**config.mk**
```make
export PLATFORM = sky130hd
export DESIGN_NAME = netctl_csr
export DESIGN_NICKNAME = d
export VERILOG_FILES = /design/src/rtl/netctl_csr_pkg.sv /design/src/rtl/netctl_csr_sel.sv /design/src/rtl/netctl_csr_main.sv /design/src/rtl/netctl_csr_cfg.sv /design/src/rtl/netctl_csr.sv
export SDC_FILE = /design/constraint.sdc
export NUM_CORES = 1
export LEC_CHECK = 0
export CORE_ASPECT_RATIO = 1.1
export CORE_MARGIN = 4
export CORE_UTILIZATION = 45
export DETAILED_ROUTE_END_ITERATION = 16
export GPL_ROUTABILITY_DRIVEN = 0
export PLACE_DENSITY_LB_ADDON = 0.2
export SLEW_MARGIN = 10
export SYNTH_ARGS = -nofsm -noshare
export SYNTH_HDL_FRONTEND = slang
export SYNTH_SLANG_ARGS = --single-unit
```
**constraint.sdc**
```tcl
create_clock -name clk -period 5.9 [get_ports clk]
set_input_delay 1.77 -clock clk [delete_from_list [all_inputs] [get_ports clk]]
set_output_delay 1.77 -clock clk [all_outputs]
set_load 0.01 [all_outputs]
```
**src/rtl/netctl_csr_pkg.sv**
```systemverilog
`timescale 1ns/1ps
package netctl_csr_pkg;
  localparam int CSR_W  = 16;
  localparam int EVT_N  = 7;
  localparam int B_INIT = 0;
  localparam int B_STRT = 1;
  localparam int B_STOP = 2;
  localparam int B_TDMD = 3;
  localparam int B_TXON = 4;
  localparam int B_RXON = 5;
  localparam int B_INEA = 6;
  localparam int B_INTR = 7;
  localparam int B_EVT0 = 8;
  localparam int B_ESUM = 15;
  localparam int EVT_TX = 1;
  localparam int REG_MAIN    = 0;
  localparam int REG_IADR_LO = 1;
  localparam int REG_IADR_HI = 2;
  localparam int REG_BUSCFG  = 3;
  localparam int REG_MODE    = 15;
  localparam int BUSCFG_W    = 3;

  typedef struct packed {
    logic             init;
    logic             start;
    logic             stop;
    logic             tdmd;
    logic             txon;
    logic             rxon;
    logic             inten;
    logic [EVT_N-1:0] flags;
  } main_state_t;

  function automatic logic err_summary(input logic [EVT_N-1:0] f);
    return |f[EVT_N-1:3];
  endfunction

  function automatic logic irq_of(input logic inten, input logic [EVT_N-1:0] f);
    return inten & (|f);
  endfunction

  function automatic logic [CSR_W-1:0] pack_main(input main_state_t s);
    logic [CSR_W-1:0] v;
    v = '0;
    v[B_INIT] = s.init;
    v[B_STRT] = s.start;
    v[B_STOP] = s.stop;
    v[B_TDMD] = s.tdmd;
    v[B_TXON] = s.txon;
    v[B_RXON] = s.rxon;
    v[B_INEA] = s.inten;
    v[B_INTR] = irq_of(s.inten, s.flags);
    v[B_EVT0 +: EVT_N] = s.flags;
    v[B_ESUM] = err_summary(s.flags);
    return v;
  endfunction
endpackage

```
**src/rtl/netctl_csr_sel.sv**
```systemverilog
`timescale 1ns/1ps
module netctl_csr_sel #(
  parameter int REG_NUM_W = 4
) (
  input  logic                 clk,
  input  logic                 rst_n,
  input  logic                 ap_wr,
  input  logic [REG_NUM_W-1:0] num_in,
  output logic [REG_NUM_W-1:0] sel_q
);
  always_ff @(posedge clk or negedge rst_n) begin
    if (!rst_n)     sel_q <= '0;
    else if (ap_wr) sel_q <= num_in;
  end
endmodule

```
**src/rtl/netctl_csr_main.sv**
```systemverilog
`timescale 1ns/1ps
module netctl_csr_main
  import netctl_csr_pkg::*;
(
  input  logic             clk,
  input  logic             rst_n,
  input  logic             wr_en,
  input  logic [CSR_W-1:0] wdata,
  input  logic [EVT_N-1:0] evt_vec,
  output logic [CSR_W-1:0] csr_rd,
  output logic             cmd_init,
  output logic             cmd_start,
  output logic             cmd_stop,
  output logic             cmd_tdmd,
  output logic             stopped,
  output logic             tx_on,
  output logic             rx_on,
  output logic             irq,
  output logic             stop_wr
);
  main_state_t      st_q, st_d;
  logic [EVT_N-1:0] w1c_mask;
  logic             unused_wbits;

  assign unused_wbits = ^{wdata[B_ESUM], wdata[B_INTR], wdata[B_RXON], wdata[B_TXON]};
  assign stop_wr  = wr_en & wdata[B_STOP];
  assign w1c_mask = wr_en ? wdata[B_EVT0 +: EVT_N] : '0;

  always_comb begin
    st_d = st_q;
    if (stop_wr) begin
      st_d      = '0;
      st_d.stop = 1'b1;
    end else begin
      if (evt_vec[EVT_TX]) st_d.tdmd = 1'b0;
      st_d.flags = (st_q.flags & ~w1c_mask) | evt_vec;
      if (wr_en) begin
        if (wdata[B_INIT]) begin
          st_d.init = 1'b1;
          st_d.stop = 1'b0;
        end
        if (wdata[B_STRT]) begin
          st_d.start = 1'b1;
          st_d.stop  = 1'b0;
          st_d.txon  = 1'b1;
          st_d.rxon  = 1'b1;
        end
        if (wdata[B_TDMD]) st_d.tdmd = 1'b1;
        st_d.inten = wdata[B_INEA];
      end
    end
  end

  always_ff @(posedge clk or negedge rst_n) begin
    if (!rst_n) begin
      st_q      <= '0;
      st_q.stop <= 1'b1;
      cmd_init  <= 1'b0;
      cmd_start <= 1'b0;
      cmd_stop  <= 1'b0;
      cmd_tdmd  <= 1'b0;
    end else begin
      st_q      <= st_d;
      cmd_init  <= wr_en & wdata[B_INIT] & ~wdata[B_STOP];
      cmd_start <= wr_en & wdata[B_STRT] & ~wdata[B_STOP];
      cmd_stop  <= stop_wr;
      cmd_tdmd  <= wr_en & wdata[B_TDMD] & ~wdata[B_STOP];
    end
  end

  assign csr_rd  = pack_main(st_q);
  assign stopped = st_q.stop;
  assign tx_on   = st_q.txon;
  assign rx_on   = st_q.rxon;
  assign irq     = irq_of(st_q.inten, st_q.flags);
endmodule

```
**src/rtl/netctl_csr_cfg.sv**
```systemverilog
`timescale 1ns/1ps
module netctl_csr_cfg
  import netctl_csr_pkg::*;
#(
  parameter int REG_NUM_W  = 4,
  parameter int FILT_WORDS = 4,
  parameter int FILT_BASE  = 8
) (
  input  logic                        clk,
  input  logic                        rst_n,
  input  logic                        wr_en,
  input  logic [REG_NUM_W-1:0]        sel,
  input  logic [CSR_W-1:0]            wdata,
  input  logic                        stopped,
  input  logic                        stop_wr,
  output logic [CSR_W-1:0]            cfg_rd,
  output logic [2*CSR_W-1:0]          init_addr,
  output logic [BUSCFG_W-1:0]         bus_cfg,
  output logic [FILT_WORDS*CSR_W-1:0] mcast_filter,
  output logic                        promisc
);
  logic             wr_ok;
  logic [CSR_W-1:0] iadr_lo_q, iadr_hi_q;

  assign wr_ok = wr_en & stopped;

  always_ff @(posedge clk or negedge rst_n) begin
    if (!rst_n) begin
      iadr_lo_q <= '0;
      iadr_hi_q <= '0;
      bus_cfg   <= '0;
      promisc   <= 1'b0;
    end else begin
      if (wr_ok && int'(sel) == REG_IADR_LO) iadr_lo_q <= wdata;
      if (wr_ok && int'(sel) == REG_IADR_HI) iadr_hi_q <= wdata;
      if (stop_wr)                                 bus_cfg <= '0;
      else if (wr_ok && int'(sel) == REG_BUSCFG)   bus_cfg <= wdata[BUSCFG_W-1:0];
      if (wr_ok && int'(sel) == REG_MODE) promisc <= wdata[CSR_W-1];
    end
  end

  for (genvar g = 0; g < FILT_WORDS; g++) begin : g_filt
    localparam int RNUM = FILT_BASE + g;
    logic [CSR_W-1:0] word_q;
    always_ff @(posedge clk or negedge rst_n) begin
      if (!rst_n)                            word_q <= '0;
      else if (wr_ok && int'(sel) == RNUM)   word_q <= wdata;
    end
    assign mcast_filter[g*CSR_W +: CSR_W] = word_q;
  end

  assign init_addr = {iadr_hi_q, iadr_lo_q};

  always_comb begin
    cfg_rd = '0;
    if (int'(sel) == REG_IADR_LO) cfg_rd = iadr_lo_q;
    if (int'(sel) == REG_IADR_HI) cfg_rd = iadr_hi_q;
    if (int'(sel) == REG_BUSCFG)  cfg_rd = {{(CSR_W-BUSCFG_W){1'b0}}, bus_cfg};
    if (int'(sel) == REG_MODE)    cfg_rd = {promisc, {(CSR_W-1){1'b0}}};
    for (int i = 0; i < FILT_WORDS; i++)
      if (int'(sel) == FILT_BASE + i) cfg_rd = mcast_filter[i*CSR_W +: CSR_W];
  end
endmodule

```
**src/rtl/netctl_csr.sv**
```systemverilog
`timescale 1ns/1ps
module netctl_csr
  import netctl_csr_pkg::*;
#(
  parameter int REG_NUM_W  = 4,
  parameter int FILT_WORDS = 4,
  parameter int FILT_BASE  = 8
) (
  input  logic                        clk,
  input  logic                        rst_n,
  input  logic                        ap_wr,
  input  logic                        dp_wr,
  input  logic [15:0]                 wdata,
  output logic [15:0]                 rdata,
  input  logic                        ev_init_done,
  input  logic                        ev_tx_done,
  input  logic                        ev_rx_done,
  input  logic                        ev_mem_err,
  input  logic                        ev_missed,
  input  logic                        ev_carrier,
  input  logic                        ev_babble,
  output logic                        cmd_init,
  output logic                        cmd_start,
  output logic                        cmd_stop,
  output logic                        cmd_tdmd,
  output logic                        tx_on,
  output logic                        rx_on,
  output logic                        irq,
  output logic [31:0]                 init_addr,
  output logic [2:0]                  bus_cfg,
  output logic [FILT_WORDS*16-1:0]    mcast_filter,
  output logic                        promisc
);
  logic [REG_NUM_W-1:0] sel_q;
  logic [EVT_N-1:0]     evt_vec;
  logic [CSR_W-1:0]     main_rd, cfg_rd;
  logic                 main_wr, stopped, stop_wr;

  assign evt_vec = {ev_babble, ev_carrier, ev_missed, ev_mem_err,
                    ev_rx_done, ev_tx_done, ev_init_done};
  assign main_wr = dp_wr & (int'(sel_q) == REG_MAIN);

  netctl_csr_sel #(.REG_NUM_W(REG_NUM_W)) u_sel (
    .clk(clk), .rst_n(rst_n), .ap_wr(ap_wr),
    .num_in(wdata[REG_NUM_W-1:0]), .sel_q(sel_q)
  );

  netctl_csr_main u_main (
    .clk(clk), .rst_n(rst_n), .wr_en(main_wr), .wdata(wdata), .evt_vec(evt_vec),
    .csr_rd(main_rd), .cmd_init(cmd_init), .cmd_start(cmd_start),
    .cmd_stop(cmd_stop), .cmd_tdmd(cmd_tdmd), .stopped(stopped),
    .tx_on(tx_on), .rx_on(rx_on), .irq(irq), .stop_wr(stop_wr)
  );

  netctl_csr_cfg #(.REG_NUM_W(REG_NUM_W), .FILT_WORDS(FILT_WORDS), .FILT_BASE(FILT_BASE)) u_cfg (
    .clk(clk), .rst_n(rst_n), .wr_en(dp_wr), .sel(sel_q), .wdata(wdata),
    .stopped(stopped), .stop_wr(stop_wr), .cfg_rd(cfg_rd),
    .init_addr(init_addr), .bus_cfg(bus_cfg), .mcast_filter(mcast_filter),
    .promisc(promisc)
  );

  assign rdata = (int'(sel_q) == REG_MAIN) ? main_rd : cfg_rd;
endmodule

```
==> results.md <==
- Layout cells sized above 1: between 20% and 30%
- Sink Count: 120
- Slew Limit Fails: 0
- Status: completed
- DRT iter0 DRCs: about 250
- Top cells by area, synth: dfrtp_1 53%, mux2_2 20%, mux2i_1 3.6%
- Yosys top cell area share: between 50% and 60%
- Post-Syn Area per Cell: ~13 sq um
- Resized Gates After CTS: 0
- Hold Buf Count CTS: 0
- Warnings from Yosys: 0
- I/O Pins: 150
- Pleak: 3.33 nW
- Mapped Nets: between 400 and 500
- Fmax: between 150 and 200 MHz
- Worst Skew: around 4.1 ps
- Maxcap violations: 0
- DR WL/cell: roughly 22 um
- Slew Limit Headroom: 27.5%
- Most common cell in the netlist: dfrtp_1
- WS Path Type: reg2out
- Clock latency on the worst-skew pair: 400 ps
- Final Hold Violating Endpoints: 0
- Via density: ~5.9
- CTS root buf: clkbuf_16
- Pwr/cell area: around 450 mW/mm^2
- First-pass iteration count of the detailed router: 5
- Final Util: between 60% and 70%
- Worst slew pin tran: about 1100 ps
- Clock-pin slew of the registers on the worst-case setup and hold paths: approximately 50 ps
- Max FO, Critical Path: a little over 40
- Setup TNS: 0 ps
- TritonCTS Buffers: 17
- Die width: 114 um
- CP Cell Sequence: nor2b_2 > buf_4 > a22oi_1 > o22a_1 > o21ai_0 > clkdlybuf4s50_1
- Ant. Diodes: 0
- Peak VDD IR: 0.000209 V
- Mapped Area: approximately 0.0056 sq mm
- DIE AREA: 0.0142 sq mm
- Ys async rst share: 100%
- Min cycle time layout: 5180 ps
- Post-synth EDFFs: 0
- CP top delay family: flip-flops
- #FFs+latches synth: 120
- Final Power: about 3.5 mW
- Critical Path RT: 4130 ps
- Initial antenna violation count: 0
- WL final: between 15000 and 20000 um
- Cell count after synthesis: 442
- Vias: 4383
- Postcts setup bufs: 0
- Hold Path Class: reg2reg
- Area leader, netlist: dfrtp_1
- Sequential area share after synthesis: roughly 54%
- Layout Area Growth over Synthesis: 38.6%
- GR Util All Layers: approximately a quarter
- Synth cell count leaders: 119 x dfrtp_1, 98 x mux2_2, 20 x mux2i_1, 20 x o21ai_0, 19 x nand2_1
- Starting Density: ~46%
- CP Capture Type: primary output
- Critical Path AT: approximately 3400 ps
- Tcrit/Tclk final: between 80% and 90%
- Slowest cell on crit path: dfrtp_2
- First-pass GRT wire length: roughly 26000 um
- Max clock buf depth: 2
- Largest net degree at the start of global routing: 64
- Core Area: 0.0121 sq mm
- Fillcell total: 984
- Num rows: 42
- Number of global-route vias before repair: between 4000 and 5000
- Crit path largest cell delay: between 1000 and 1500 ps
- Unrepaired setup endpoints after global routing: false
- Reg area: roughly 0.0030 sq mm
- Aggregate global routing overflow: 0
- Antenna Nets Post-Route: 0
- CP bufs+invs: 2
- Port buffer count: between 100 and 150
- Multi-input gate area in the final layout: around 0.0024 sq mm
- Final setup fails: 0
- Final #Nets: between 600 and 700
- Die Span Y: approximately 120 um
- CP Launch Type: register
- Post-DP HPWL: around 11000 um
- Synth Flop Type: dfrtp_1
- Drc violations: 0
- CTS tree: done
- CTS H-tree depth: 4
- Unique masters post-synth: 42
==> worst paths after layout <==
kind / startpoint / end / slack [ps] / cells after the start
worst max-delay path: u_sel.sel_q[0] / rdata[9] / 720 / 6
worst min-delay path: u_main.stopped / u_main.stopped / 520 / 2
worst max register to register: u_sel.sel_q[3] / u_main.csr_rd[3] / 2410 / 6
worst min register to register: u_main.stopped / u_main.stopped / 520 / 2
max in group asynchronous: rst_n / u_cfg.g_filt[3].word_q[12] / 3470 / 2
min in group asynchronous: rst_n / u_cfg.iadr_hi_q[2] / 1460 / 1
==> flip-flops by register name (all words and copies together), names as in the netlist <==
signal	cells
u_cfg.iadr_lo_q	16
u_sel.sel_q	4
u_main.csr_rd	10
u_main.cmd_init	1
u_main.rx_on	1
u_cfg.bus_cfg	3
u_main.cmd_stop	1
u_cfg.promisc	1
u_main.cmd_tdmd	1
u_main.stopped	1
u_cfg.iadr_hi_q	16
u_cfg.g_filt.word_q	64
u_main.cmd_start	1
==> where the power goes <==
part	internal (mW)	switching [mW]	total (mW)
combinational	0.686	0.428	1.11
clock	0.689	0.345	1.03
sequential	1.07	0.241	1.31
==> tightest hold or removal path, delay by kind of cell, from the launching register on <==
family	cells	cell delay (ps)
simple gates	1	50
compound gates	1	80
flops	1	390
==> stage by stage <==
stage	std cells	hold slack (ps)	instance area [sq um]	worst slack [ps]
after global placement	717	506	7130	1280
after global routing	748	546	7730	594
after floorplan	442	460	5580	2450
after CTS	748	517	7730	772
after detailed placement	717	507	7130	1230
final	748	521	7730	724
==> final cells by class <==
class	count	share of cell area, %
tap	154	2.49
multi-input combinational	284	30.9
clock inverter	10	1.62
timing repair buffer	154	19.7
clock buffer	21	6.09
sequential	120	38.9
inverter	5	0.243
==> kinds of logic (layout without fill, tap and decap cells) <==
kind of cell | count (synthesis) | after routing | share of synthesized area, %
multiplexers | 118 | 118 | 23.4
AO/OA/AOI/OAI | 97 | 97 | 12.4
AND/OR/NAND/NOR | 69 | 69 | 6.98
buffers and inverters | 38 | 190 | 3.36
flip-flops | 120 | 120 | 53.9
==> layer usage <==
layer	vias to the layer above	track usage (%)	wire [um]
met1	2242	30.0	6900
met5	-	0	0
met2	182	38.2	8180
met3	31	7.63	1290
li1	1928	-	-
met4	0	8.25	368
==> cell usage in the layout (no fill, tap or decap), drive strengths merged, types with 4 or more instances in the layout <==
| master | netlist | routed |
|---|---|---|
| a22oi | 14 | 14 |
| o21a | 7 | 7 |
| mux2 | 98 | 98 |
| nand3 | 4 | 4 |
| clkinv | 0 | 7 |
| dfrtp | 119 | 119 |
| a21boi | 7 | 7 |
| nor2 | 19 | 19 |
| buf | 24 | 6 |
| o22ai | 5 | 5 |
| a21oi | 11 | 11 |
| mux2i | 20 | 20 |
| inv | 5 | 5 |
| a222oi | 10 | 10 |
| o21ai | 21 | 21 |
| o22a | 12 | 12 |
| nand2 | 19 | 19 |
| nor3b | 4 | 4 |
| o221ai | 4 | 4 |
| clkdlybuf4s50 | 0 | 148 |
| clkbuf | 9 | 21 |
(Power assumes the default switching activity.)
